### config.mk
export PLATFORM = sky130hd
export DESIGN_NAME = pflash_rd
export DESIGN_NICKNAME = d
export VERILOG_FILES = /design/src/rtl/pfr_pkg.sv /design/src/rtl/pfr_page_track.sv /design/src/rtl/pfr_wait_timer.sv /design/src/rtl/pfr_idle_timer.sv /design/src/rtl/pfr_seq.sv /design/src/rtl/pflash_rd.sv
export SDC_FILE = /design/constraint.sdc
export NUM_CORES = 1
export LEC_CHECK = 0
export BUFFER_PORTS_ARGS = -buffer_cell sky130_fd_sc_hd__buf_2
export CAP_MARGIN = 20
export CELL_PAD_IN_SITES_DETAIL_PLACEMENT = 1
export CELL_PAD_IN_SITES_GLOBAL_PLACEMENT = 1
export CORE_MARGIN = 4
export CORE_UTILIZATION = 32
export DETAILED_ROUTE_END_ITERATION = 10
export PLACE_DENSITY_LB_ADDON = 0.2
export SLEW_MARGIN = 10
export SYNTH_ARGS = -nofsm -noshare
export SYNTH_HDL_FRONTEND = slang
export SYNTH_SLANG_ARGS = --single-unit
### constraint.sdc
create_clock -name clk -period 1.7 [get_ports clk]
set_input_delay 0.34 -clock clk [delete_from_list [all_inputs] [get_ports clk]]
set_output_delay 0.34 -clock clk [all_outputs]
set_load 0.02 [all_outputs]
### src/rtl/pfr_pkg.sv
package pfr_pkg;
  typedef enum logic [1:0] {
    PFR_IDLE = 2'd0,
    PFR_OPEN = 2'd1,
    PFR_WAIT = 2'd2
  } pfr_state_e;
endpackage

### src/rtl/pfr_page_track.sv
// Holds the tag of the open page and whether it is still usable.
module pfr_page_track #(
  parameter int TAG_W = 20
) (
  input  logic             clk,
  input  logic             rst_n,
  input  logic             set_en,
  input  logic             clr_en,
  input  logic [TAG_W-1:0] tag_in,
  output logic             hit
);
  logic             valid_q, valid_d;
  logic [TAG_W-1:0] tag_q, tag_d;

  always_comb begin
    valid_d = valid_q;
    tag_d   = tag_q;
    if (clr_en) begin
      valid_d = 1'b0;
    end else if (set_en) begin
      valid_d = 1'b1;
      tag_d   = tag_in;
    end
  end

  always_ff @(posedge clk or negedge rst_n) begin
    if (!rst_n) begin
      valid_q <= 1'b0;
      tag_q   <= '0;
    end else begin
      valid_q <= valid_d;
      tag_q   <= tag_d;
    end
  end

  assign hit = valid_q && (tag_q == tag_in);
endmodule

### src/rtl/pfr_wait_timer.sv
// Down-counter for the access wait; done flags the capture cycle.
module pfr_wait_timer #(
  parameter int CNT_W = 3
) (
  input  logic             clk,
  input  logic             rst_n,
  input  logic             load_en,
  input  logic [CNT_W-1:0] load_val,
  input  logic             run_en,
  output logic             done
);
  logic [CNT_W-1:0] cnt_q, cnt_d;

  always_comb begin
    cnt_d = cnt_q;
    if (load_en) begin
      cnt_d = load_val;
    end else if (run_en && (cnt_q != '0)) begin
      cnt_d = cnt_q - 1'b1;
    end
  end

  always_ff @(posedge clk or negedge rst_n) begin
    if (!rst_n) cnt_q <= '0;
    else        cnt_q <= cnt_d;
  end

  assign done = run_en && (cnt_q == CNT_W'(1));
endmodule

### src/rtl/pfr_idle_timer.sv
// Counts idle open cycles; expire pulses on the LIMIT-th one.
module pfr_idle_timer #(
  parameter int LIMIT = 4
) (
  input  logic clk,
  input  logic rst_n,
  input  logic clr_en,
  input  logic tick_en,
  output logic expire
);
  localparam int CNT_W = (LIMIT < 2) ? 1 : $clog2(LIMIT);

  logic [CNT_W-1:0] cnt_q, cnt_d;

  assign expire = tick_en && (cnt_q == CNT_W'(LIMIT - 1));

  always_comb begin
    cnt_d = cnt_q;
    if (clr_en || expire) begin
      cnt_d = '0;
    end else if (tick_en) begin
      cnt_d = cnt_q + 1'b1;
    end
  end

  always_ff @(posedge clk or negedge rst_n) begin
    if (!rst_n) cnt_q <= '0;
    else        cnt_q <= cnt_d;
  end
endmodule

### src/rtl/pfr_seq.sv
// Read sequencer: state and the chip/output enable strobes.
module pfr_seq
  import pfr_pkg::*;
(
  input  logic       clk,
  input  logic       rst_n,
  input  logic       accept,
  input  logic       wait_done,
  input  logic       idle_expire,
  output pfr_state_e state,
  output logic       release_en,
  output logic       ce_n,
  output logic       oe_n
);
  pfr_state_e state_q, state_d;
  logic       ce_n_q, ce_n_d;

  assign release_en = (state_q == PFR_OPEN) && !accept && idle_expire;

  always_comb begin
    state_d = state_q;
    ce_n_d  = ce_n_q;
    unique case (state_q)
      PFR_IDLE: begin
        if (accept) begin
          state_d = PFR_WAIT;
          ce_n_d  = 1'b0;
        end
      end
      PFR_OPEN: begin
        if (accept) begin
          state_d = PFR_WAIT;
        end else if (idle_expire) begin
          state_d = PFR_IDLE;
          ce_n_d  = 1'b1;
        end
      end
      PFR_WAIT: begin
        if (wait_done) state_d = PFR_OPEN;
      end
      default: begin
        state_d = PFR_IDLE;
        ce_n_d  = 1'b1;
      end
    endcase
  end

  always_ff @(posedge clk or negedge rst_n) begin
    if (!rst_n) begin
      state_q <= PFR_IDLE;
      ce_n_q  <= 1'b1;
    end else begin
      state_q <= state_d;
      ce_n_q  <= ce_n_d;
    end
  end

  assign state = state_q;
  assign ce_n  = ce_n_q;
  assign oe_n  = ce_n_q;
endmodule

### src/rtl/pflash_rd.sv
module pflash_rd
  import pfr_pkg::*;
#(
  parameter int ADDR_W   = 23,
  parameter int DATA_W   = 16,
  parameter int WORD_W   = 3,
  parameter int T_INIT   = 5,
  parameter int T_PAGE   = 2,
  parameter int T_OE     = 3,
  parameter int IDLE_REL = 4
) (
  input  logic              clk,
  input  logic              rst_n,
  input  logic              req_valid,
  output logic              req_ready,
  input  logic [ADDR_W-1:0] req_addr,
  output logic              rsp_valid,
  output logic [DATA_W-1:0] rsp_data,
  output logic              flash_ce_n,
  output logic              flash_oe_n,
  output logic              flash_we_n,
  output logic [ADDR_W-1:0] flash_addr,
  input  logic [DATA_W-1:0] flash_dq
);
  localparam int TAG_W  = ADDR_W - WORD_W;
  localparam int T_LONG = (T_INIT > T_OE) ? T_INIT : T_OE;
  localparam int CNT_W  = $clog2(T_LONG + 1);

  pfr_state_e       state;
  logic             accept, page_hit, wait_done, idle_expire, release_en;
  logic             idle_tick;
  logic [CNT_W-1:0] wait_val;

  logic              rsp_valid_q, rsp_valid_d;
  logic [DATA_W-1:0] rsp_data_q, rsp_data_d;
  logic [ADDR_W-1:0] addr_q, addr_d;

  assign req_ready = (state != PFR_WAIT);
  assign accept    = req_valid && req_ready;
  assign idle_tick = (state == PFR_OPEN) && !accept;
  // Output enable has already been low for a full access on a hit.
  assign wait_val  = page_hit ? CNT_W'(T_PAGE) : CNT_W'(T_LONG);

  pfr_page_track #(.TAG_W(TAG_W)) u_page (
    .clk    (clk),
    .rst_n  (rst_n),
    .set_en (accept),
    .clr_en (release_en),
    .tag_in (req_addr[ADDR_W-1:WORD_W]),
    .hit    (page_hit)
  );

  pfr_wait_timer #(.CNT_W(CNT_W)) u_wait (
    .clk      (clk),
    .rst_n    (rst_n),
    .load_en  (accept),
    .load_val (wait_val),
    .run_en   (state == PFR_WAIT),
    .done     (wait_done)
  );

  pfr_idle_timer #(.LIMIT(IDLE_REL)) u_idle (
    .clk     (clk),
    .rst_n   (rst_n),
    .clr_en  (state != PFR_OPEN),
    .tick_en (idle_tick),
    .expire  (idle_expire)
  );

  pfr_seq u_seq (
    .clk         (clk),
    .rst_n       (rst_n),
    .accept      (accept),
    .wait_done   (wait_done),
    .idle_expire (idle_expire),
    .state       (state),
    .release_en  (release_en),
    .ce_n        (flash_ce_n),
    .oe_n        (flash_oe_n)
  );

  always_comb begin
    addr_d      = addr_q;
    rsp_data_d  = rsp_data_q;
    rsp_valid_d = wait_done;
    if (accept)    addr_d     = req_addr;
    if (wait_done) rsp_data_d = flash_dq;
  end

  always_ff @(posedge clk or negedge rst_n) begin
    if (!rst_n) begin
      addr_q      <= '0;
      rsp_data_q  <= '0;
      rsp_valid_q <= 1'b0;
    end else begin
      addr_q      <= addr_d;
      rsp_data_q  <= rsp_data_d;
      rsp_valid_q <= rsp_valid_d;
    end
  end

  assign flash_addr = addr_q;
  assign rsp_data   = rsp_data_q;
  assign rsp_valid  = rsp_valid_q;
  assign flash_we_n = 1'b1;
endmodule

==> results of run 1 <==
## routing by layer
metal	wire length, µm	up-vias
li1	-	727
met1	2290	758
met2	2340	52
met3	346	7
met4	59	0
met5	0	-
## synth_stat cells, types with 2 or more instances
cell / n / area share
dfrtp_1: 48 / 0.53
nand4_1: 5 / 0.014
buf_4: 5 / 0.017
o21ai_0: 2 / 0.0044
nor3_1: 4 / 0.0088
nor2_1: 5 / 0.0083
ha_1: 4 / 0.022
mux2_4: 8 / 0.053
mux2_2: 31 / 0.15
a21boi_1: 2 / 0.0066
xor2_1: 3 / 0.012
inv_1: 4 / 0.0066
xnor2_1: 18 / 0.069
nor2b_1: 3 / 0.0083
a21oi_1: 4 / 0.0088
## power breakdown
part	switching (mW)	total, mW	internal (mW)	leakage [nW]
registers	0.380	2.10	1.72	0.582
clock network	0.377	0.857	0.480	0.0585
logic	1.48	2.78	1.30	0.741
total	2.24	5.74	3.50	1.38
## cells by family after synthesis
kind of cell               Yosys count  synth area share
DFF                                 49             0.540
muxes                               40             0.211
and+or+nand+nor                     27            0.0793
xor gates and xnor gates            21            0.0810
buffers and inverters               12            0.0413
AOI/OAI and AO/OA                    9            0.0231
adders and majority gates            4            0.0220
other                                1           0.00165
## metrics by stage
step	TNS, ns	util
after floorplan	0	-
after CTS	0	0.425
after global placement	0	0.407
after global routing	-0.0105	0.427
after detailed placement	0	0.407
final	0	0.427
## placed cells by master, fill, tap and decap left out, types with 2 or more instances in the layout
cell type / Yosys / layout
mux2_4: 8 / 8
and2_4: 1 / 2
xnor2_1: 18 / 18
buf_2: 0 / 84
nor2_1: 5 / 5
nor2b_1: 3 / 3
o21ai_0: 2 / 2
inv_1: 4 / 4
a21boi_1: 2 / 2
buf_12: 1 / 2
xor2_1: 3 / 3
ha_1: 4 / 4
nand4_1: 5 / 5
mux2_2: 31 / 31
dfrtp_1: 48 / 48
clkbuf_8: 0 / 6
nor3_1: 4 / 4
a21oi_1: 4 / 4
## cell type report
class                   count  share of cell area
clock buffers               7              0.0296
flip-flops and latches     49               0.421
repair buffers             87               0.161
clock inverters             1              0.0103
inverters                   5             0.00730
multi-input cells         103               0.329
well taps                  96              0.0412
## flip-flops by register name, indices dropped and copies added, names as in the netlist
| register | cells |
|---|---|
| u_page.valid_q | 1 |
| u_wait.cnt_q | 3 |
| rsp_data | 16 |
| flash_addr | 23 |
| rsp_valid | 1 |
| u_seq.ce_n | 1 |
| u_idle.cnt_q | 2 |
| u_seq.state | 2 |
## what timing repair did
| action | 4_1_cts | 5_1_grt |
|---|---|---|
| hold buffers | 1 | 0 |
| endpoints found under the hold margin | 17 | 0 |
| setup endpoints to repair | 0 | 8 |
| gates resized for setup | 0 | 1 |
## final timing paths
check | to | slack, ns | cells past startpoint
max | rsp_data[5]$_DFFE_PN0P_ | 0.1 | 5
min | rsp_data[3]$_DFFE_PN0P_ | 0.27 | 2
max reg2reg | rsp_data[5]$_DFFE_PN0P_ | 0.1 | 5
min reg2reg | flash_addr[0]$_DFFE_PN0P_ | 0.51 | 1
max in group asynchronous | flash_addr[3]$_DFFE_PN0P_ | 0.65 | 3
min in group asynchronous | rsp_data[14]$_DFFE_PN0P_ | 0.52 | 2
## worst max-delay path, cell delays in order (launching register included)
cell and delay [ns]:
dfrtp_1 0.39, inv_1 0.10, ha_1 0.14, nor2b_1 0.22, and2_4 0.27, mux2_2 0.36
==> run metrics, run 1 <==
outcome finished, final reports clean; CTS tree built; fin cells 348; worst vdd ir 859 µV; I/O pin total 86; final slew viol count 0; gpl congestion 0.770; Vias/cell 4.44; width of the chip 92.2 µm; clk_skew 0.00573 ns; DR vias around 1500; syn_nets 209; Max Cap Viol 0; Hold WS 0.268 ns; Detail Route Antenna Nets 0; total gr overflow 0; clk_lat worst skew around 0.3 ns; Fin. Hold Viols 0; vias in the first global route 1675; Avg Cell Area, Syn 13.9 µm²; core area just under 0.007 mm²; worst setup path class reg -> reg; DRT iter0 DRCs 33; final setup fails 0; flops & latches, synth 49; GRT Total Usage 0.124; synthesized area 0.00227 mm²; Residual DRC 0; DR WL/cell 14.5 µm; Placed Cells 338; min-delay src flash_dq[3]; Die Area 0.00851 mm²; CP Launch Type flop; PD cells just under 2000 mW/mm²; largest net degree at the start of global routing 32; pre-CTS setup slack between 0.05 and 0.06 ns; Post-Synthesis Cells 163; Design Area, Final around 0.0029 mm²; crit path launch u_wait.cnt_q[1]$_DFFE_PN0P_; Synth Flop Type dfrtp_1; fraction of registers with async set/reset 1.00; DP HPWL 3790 µm; Critical Path Sink Type flop; antenna violations before repair 0; Cell Rows 30; GR Util met3 0.0394; met2 Resource Use GR 0.197; Multi-input gate area approximately 960 µm²; max frequency around 620 MHz; Clock Tree Root clkbuf_8; clk sink count slightly below 50; DP Area 0.00278 mm²; RSZ-0062 raised after global routing true; worst r2r src u_wait.cnt_q[1]$_DFFE_PN0P_; Layout area overhead 28.3%; min Tclk post-route 1.60 ns; Leak 1.38 nW; Tot Pwr ~5.7 mW; Nets slightly below 300; diode count 0; Num CTS Buffers 5; Max FO, Critical Path 9; fill count about 770; I/O Buffers between 80 and 90; CTS H-tree depth 2; Hold WC Path Type in -> reg; Pre-antenna DRT Iters 4; WP data arrival 1.78 ns; sequential share of the synthesized area 0.540; Synth Warn # 0; setup ws final between 0.09 and 0.1 ns; register area 0.00123 mm²; worst endpoint required time 1.88 ns; clk slew on worst S/H paths 0.09 ns; Die Y roughly 92 µm; DRT Wirelength 5030 µm; clock buffer depth 2; Initial Util 0.332; GR peak layer met2; number of synthesized flops with an enable pin 0; Yosys cell types 32; Post-CTS Setup Bufs 0; first-pass GRT wire length between 8000 and 9000 µm; M1 GR Usage 0.161; period utilization 0.942; layout cells sized above 1 0.556
(Power assumes the default switching activity.)
==> run 2: changes to the inputs <==
--- a/config.mk
+++ b/config.mk
@@ -12,6 +12,7 @@
 export CORE_MARGIN = 4
 export CORE_UTILIZATION = 32
 export DETAILED_ROUTE_END_ITERATION = 10
+export MAX_ROUTING_LAYER = met4
 export PLACE_DENSITY_LB_ADDON = 0.2
 export SLEW_MARGIN = 10
 export SYNTH_ARGS = -nofsm -noshare
==> run metrics, run 2 (synthesis gave the netlist of run 1 again) <==
outcome finished, final reports clean; diode count 0; Fin. Hold Viols 0; Leak 1.41 nW; largest net degree at the start of global routing 32; Pre-antenna DRT Iters 4; Setup crit end rsp_data[14]$_DFFE_PN0P_; period utilization 0.935; Cell Rows 30; Max Used Layer met4; Residual DRC 0; min Tclk post-route 1.59 ns; Final Util 0.433; DR vias ~1600; Reg2Reg Depth 6; I/O Buffers 84; Detail Route Antenna Nets 0; Die Y about 92 µm; total gr overflow 0; Flop pwr share 0.364; fill count 771; CTS tree built; Nets roughly 300; worst vdd ir 868 µV; Initial Util 0.332; RSZ-0062 raised after global routing false; Hold WC Path Type in -> reg; clk sink count between 40 and 50; Die Area 0.00851 mm²; PD cells 1960 mW/mm²; CTS H-tree depth 2; Placed Cells 338; most common cell after layout, fill and taps aside buf_2; antenna violations before repair 0; Gates resized, CTS repair 0; Met3 Routed Length 260 µm; Metal-1 WL ~2400 µm; final slew viol count 0; max FFs per register 23; vias in the first global route 1691; Max FO, Critical Path 6; Num CTS Buffers 5; clk slew on worst S/H paths 0.09 ns; worst endpoint required time 1.89 ns; WP data arrival 1.78 ns; Clock Tree Root clkbuf_8; clock buffer depth 2; DP HPWL ~3800 µm; Critical Path Sink Type flop; final setup fails 0; gpl congestion 0.781; Critical R2R Capture rsp_data[14]$_DFFE_PN0P_; GRT Total Usage 0.128; worst r2r src u_wait.cnt_q[1]$_DFFE_PN0P_; first-pass GRT wire length ~8400 µm; Worst R2R Setup Slack 0.11 ns; layout cells sized above 1 0.563; Vias/cell 4.43; clk_lat worst skew 0.30 ns; Tot Pwr 5.79 mW; DRT Wirelength 5020 µm; setup total negative slack 0 ns; DR WL/cell between 10 and 15 µm; internal power 3.54 mW; combinational share of power 0.488; DP Area 0.00278 mm²; Routed met2 length 2320 µm; Max Cap Viol 0; Clk network pwr share 0.148; worst setup path class reg -> reg; Sw Ratio 0.388; CP Launch Type flop; clk_skew about 0.0059 ns; crit path launch u_wait.cnt_q[1]$_DFFE_PN0P_; core area 0.00683 mm²; Design Area, Final 0.00296 mm²; I/O pin total 86; Switch Pwr 2.25 mW; Layout area overhead 30.1%; most frequent cells in the layout buf_2, dfrtp_1, mux2_2; DRT iter0 DRCs 22; fin cells approximately 350; width of the chip 92.2 µm; max frequency 629 MHz
run 2: cell count changes in the layout (fill, tap and decap cells not counted):
cell / delta
buf_4: +4
and2_4: -1
buf_12: +1
run 2: area by class of cell:
| type | count | area [µm²] | area share |
|---|---|---|---|
| flip-flops and latches | 49 | 1230 | 0.415 |
| multi-input cells | 102 | 950 | 0.321 |
| repair buffers | 92 | 520 | 0.176 |
| well taps | 96 | 120 | 0.0406 |
| clock buffers | 7 | 86.3 | 0.0292 |
| clock inverters | 1 | 30.0 | 0.0102 |
| inverters | 5 | 21.3 | 0.00720 |
run 2: worst max-delay path: stages (launching register included):
cell,delay (ns)
dfrtp_1,0.39
inv_1,0.10
ha_1,0.14
nor2b_1,0.16
and2_4,0.20
buf_4,0.17
mux2_4,0.31
run 2: per-stage QoR:
| stage | worst slack [ns] | hold slack (ns) |
|---|---|---|
| finish | 0.110 | 0.267 |
| global route | 0.0182 | 0.257 |
| CTS | 0.0412 | 0.255 |
| detailed placement | 0.0595 | 0.318 |
| global placement | 0.148 | 0.312 |
| floorplan | 0.185 | 0.0444 |
run 2: metal layers:
metal,vias up,GRT usage
li1,737,-
met3,7,0.0287
met5,-,-
met4,0,0.0408
met1,762,0.168
met2,52,0.196
run 2: worst min path at each step:
stage	start	endpoint	slack (ns)	cells past startpoint
floorplan	rst_n	flash_addr[0]$_DFFE_PN0P_	0.04	0
global placement	rst_n	rsp_data[10]$_DFFE_PN0P_	0.31	1
detailed placement	rst_n	rsp_data[14]$_DFFE_PN0P_	0.32	1
CTS	flash_dq[12]	rsp_data[12]$_DFFE_PN0P_	0.25	2
global route	flash_dq[12]	rsp_data[12]$_DFFE_PN0P_	0.26	2
finish	flash_dq[3]	rsp_data[3]$_DFFE_PN0P_	0.27	2
run 2: power by group through the flow:
stage	combinational [mW]	sequential [mW]	clock (mW)
after global placement	2.75	2.13	0
final	2.82	2.11	0.858
after detailed placement	2.81	2.13	0
after floorplan	1.37	2.71	0
after CTS	2.82	2.12	0.897
after global routing	3.07	2.18	0.948
run 2: what timing repair did:
item,in CTS,in global routing
setup endpoints to repair,0,8
hold buffers,1,0
buffers inserted,0,5
endpoints found under the hold margin,17,0
==> run 3: changes to the inputs <==
--- a/config.mk
+++ b/config.mk
@@ -5,6 +5,7 @@
 export SDC_FILE = /design/constraint.sdc
 export NUM_CORES = 1
 export LEC_CHECK = 0
+export ABC_AREA = 1
 export BUFFER_PORTS_ARGS = -buffer_cell sky130_fd_sc_hd__buf_2
 export CAP_MARGIN = 20
 export CELL_PAD_IN_SITES_DETAIL_PLACEMENT = 1
==> run metrics, run 3 <==
pre-CTS setup slack 0.295 ns; Avg Cell Area, Syn 7.57 µm²; flops & latches, synth 49; setup ws final around 0.18 ns; clk_lat worst skew approximately 0.30 ns; RSZ-0062 raised after global routing false; syn_nets 363; clk slew on worst S/H paths 0.10 ns; gpl congestion about 0.73; Synth Area in Simple Gates 0.285; Final Util 0.415; Critical Path Sink Type primary output; I/O pin total 86; Num CTS Buffers 5; DRT Wirelength between 6000 and 7000 µm; sequential share of the synthesized area 0.511; CTS tree built; Yosys cell types 26; Post-Synthesis Cells 317; Multi-input gate area 915 µm²; total gr overflow 0; worst r2r src u_wait.cnt_q[0]$_DFFE_PN0P_; CP peak stage delay between 0.4 and 0.5 ns; CP dominant cell by count inv_2; Pre-antenna DRT Iters 4; Compound-Gate Fraction of Synth Area 0.0703; DRT iter0 DRCs 52; CTS H-tree depth 2; Layout area overhead 26.1%; Leak 1.78 nW; worst vdd ir 662 µV; biggest area consumer among synthesized cells dfrtp_1; Cell Rows 31; DR vias 2223; vias in the first global route 2257; fill count 975; Synth area leaders dfrtp_1, nand2_1, inv_1; WP data arrival 1.18 ns; Setup crit end req_ready; Critical R2R Capture u_wait.cnt_q[0]$_DFFE_PN0P_; Adder-Cell Fraction of Synth Area 0.0208; Detail Route Antenna Nets 0; synthesized area about 0.0024 mm²; Nets 451; PD cells 1860 mW/mm²; Die Area 0.00895 mm²; Clock Tree Root clkbuf_8; post-synth top area share 0.500; Synth Flop Type dfrtp_1; max FFs per register 23; Initial Util 0.329; core area 0.00729 mm²; largest family of logic cells by synthesized area simple AND/OR/NAND/NOR gates; Worst R2R Setup Slack ~0.26 ns; Critical-path top delay cell dfrtp_1; fraction of registers with async set/reset 1.00; first-pass GRT wire length roughly 10000 µm; clk_skew ~0.0086 ns; diode count 0; Die Y 94.6 µm; most frequent cells in the layout nand2_1, buf_2, dfrtp_1; Gates resized, CTS repair 0; Fin. Hold Viols 0; width of the chip 94.6 µm; Max FO, Critical Path 4; period utilization 0.893; max frequency about 660 MHz; min Tclk post-route 1.52 ns; clock buffer depth 2; Residual DRC 0; Hold WC Path Type in -> reg; crit path launch u_seq.state[1]$_DFFE_PN0P_; CP Launch Type flop; register area 0.00123 mm²; critical-path cell list inv_2 > nor2_4 > inv_2 > buf_2; Max Cap Viol 0; final slew viol count 0; setup total negative slack 0 ns; Synth Warn # 0; Vias/cell 4.40; most numerous cell in the Yosys netlist nand2_1; layout cells sized above 1 0.264; proportion of synthesized area in mux cells 0; Synth Area in XOR/XNOR 0.00365; Worst Hold Depth 3; antenna violations before repair 0; final setup fails 0; clk sink count 49; DP HPWL 4770 µm; outcome finished, final reports clean; largest net degree at the start of global routing 42; worst setup path class reg -> out; number of synthesized flops with an enable pin 0; GRT Total Usage 0.147; most common cell after layout, fill and taps aside nand2_1; I/O Buffers 84; worst endpoint required time 1.36 ns; DR WL/cell 12.0 µm; most instantiated cells after synthesis nand2_1, dfrtp_1, inv_1; Reg2Reg Depth 6
run 3: changes by cell type in the layout (fill, tap and decap cells not counted), sizes merged, moves of 3 or more:
cell   previous run  this run
inv               5        48
mux2             39         0
nand2             2       150
nand3             1         4
nand4             5         1
nor2              5        17
nor2b             4         0
nor3              4         0
o21ai             2        26
xnor2            18         1
xor2              3         0
run 3: routing by layer:
| metal | GRT usage | part of all wire |
|---|---|---|
| met5 | - | 0 |
| met4 | 0.0469 | 0.014 |
| met3 | 0.0367 | 0.062 |
| met2 | 0.248 | 0.47 |
| met1 | 0.173 | 0.46 |
run 3: worst min-delay path by stage:
stage,endpoint,startpoint
floorplan,flash_addr[0]$_DFFE_PN0P_,rst_n
global placement,flash_addr[15]$_DFFE_PN0P_,rst_n
detailed placement,flash_addr[15]$_DFFE_PN0P_,rst_n
CTS,rsp_data[6]$_DFFE_PN0P_,flash_dq[6]
global route,rsp_data[6]$_DFFE_PN0P_,flash_dq[6]
finish,rsp_data[6]$_DFFE_PN0P_,flash_dq[6]
run 3: where the power goes:
group / internal, mW / leakage [nW] / switching (mW)
logic: 0.950 / 1.14 / 1.84
clock network: 0.285 / 0.0439 / 0.394
registers: 1.73 / 0.599 / 0.437
total: 2.96 / 1.78 / 2.67
run 3: stage by stage:
stage	hold WS (ns)	power [mW]	cell area (µm²)	instances
floorplan	0.0444	4.09	2400	317
global route	0.220	6.17	3030	505
finish	0.222	5.64	3030	505
detailed placement	0.286	5.05	2930	496
global placement	0.288	4.95	2930	496
CTS	0.215	5.75	3030	505
run 3: cell type report:
class,instances,area share
well taps,99,0.0409
inverters,48,0.0603
repair buffers,90,0.163
flip-flops and latches,49,0.405
multi-input cells,211,0.302
clock buffers,5,0.0227
clock inverters,3,0.00579
run 3: kinds of logic after synthesis:
family | count (synthesis)
xor+xnor | 1
simple gates | 174
other cells | 1
flops | 49
fa+ha+maj | 4
compound gates | 31
buf+inv | 57
run 3: worst max-delay path, delay by kind of cell (launching register included):
family	cells	cell delay [ns]
AND/OR/NAND/NOR	1	0.15
flip-flops	1	0.42
buffers and inverters	3	0.31
run 3: repair_timing:
item | CTS | global route
endpoints found under the hold margin | 11 | 0
hold buffers | 1 | 0
buffers inserted | 0 | 0
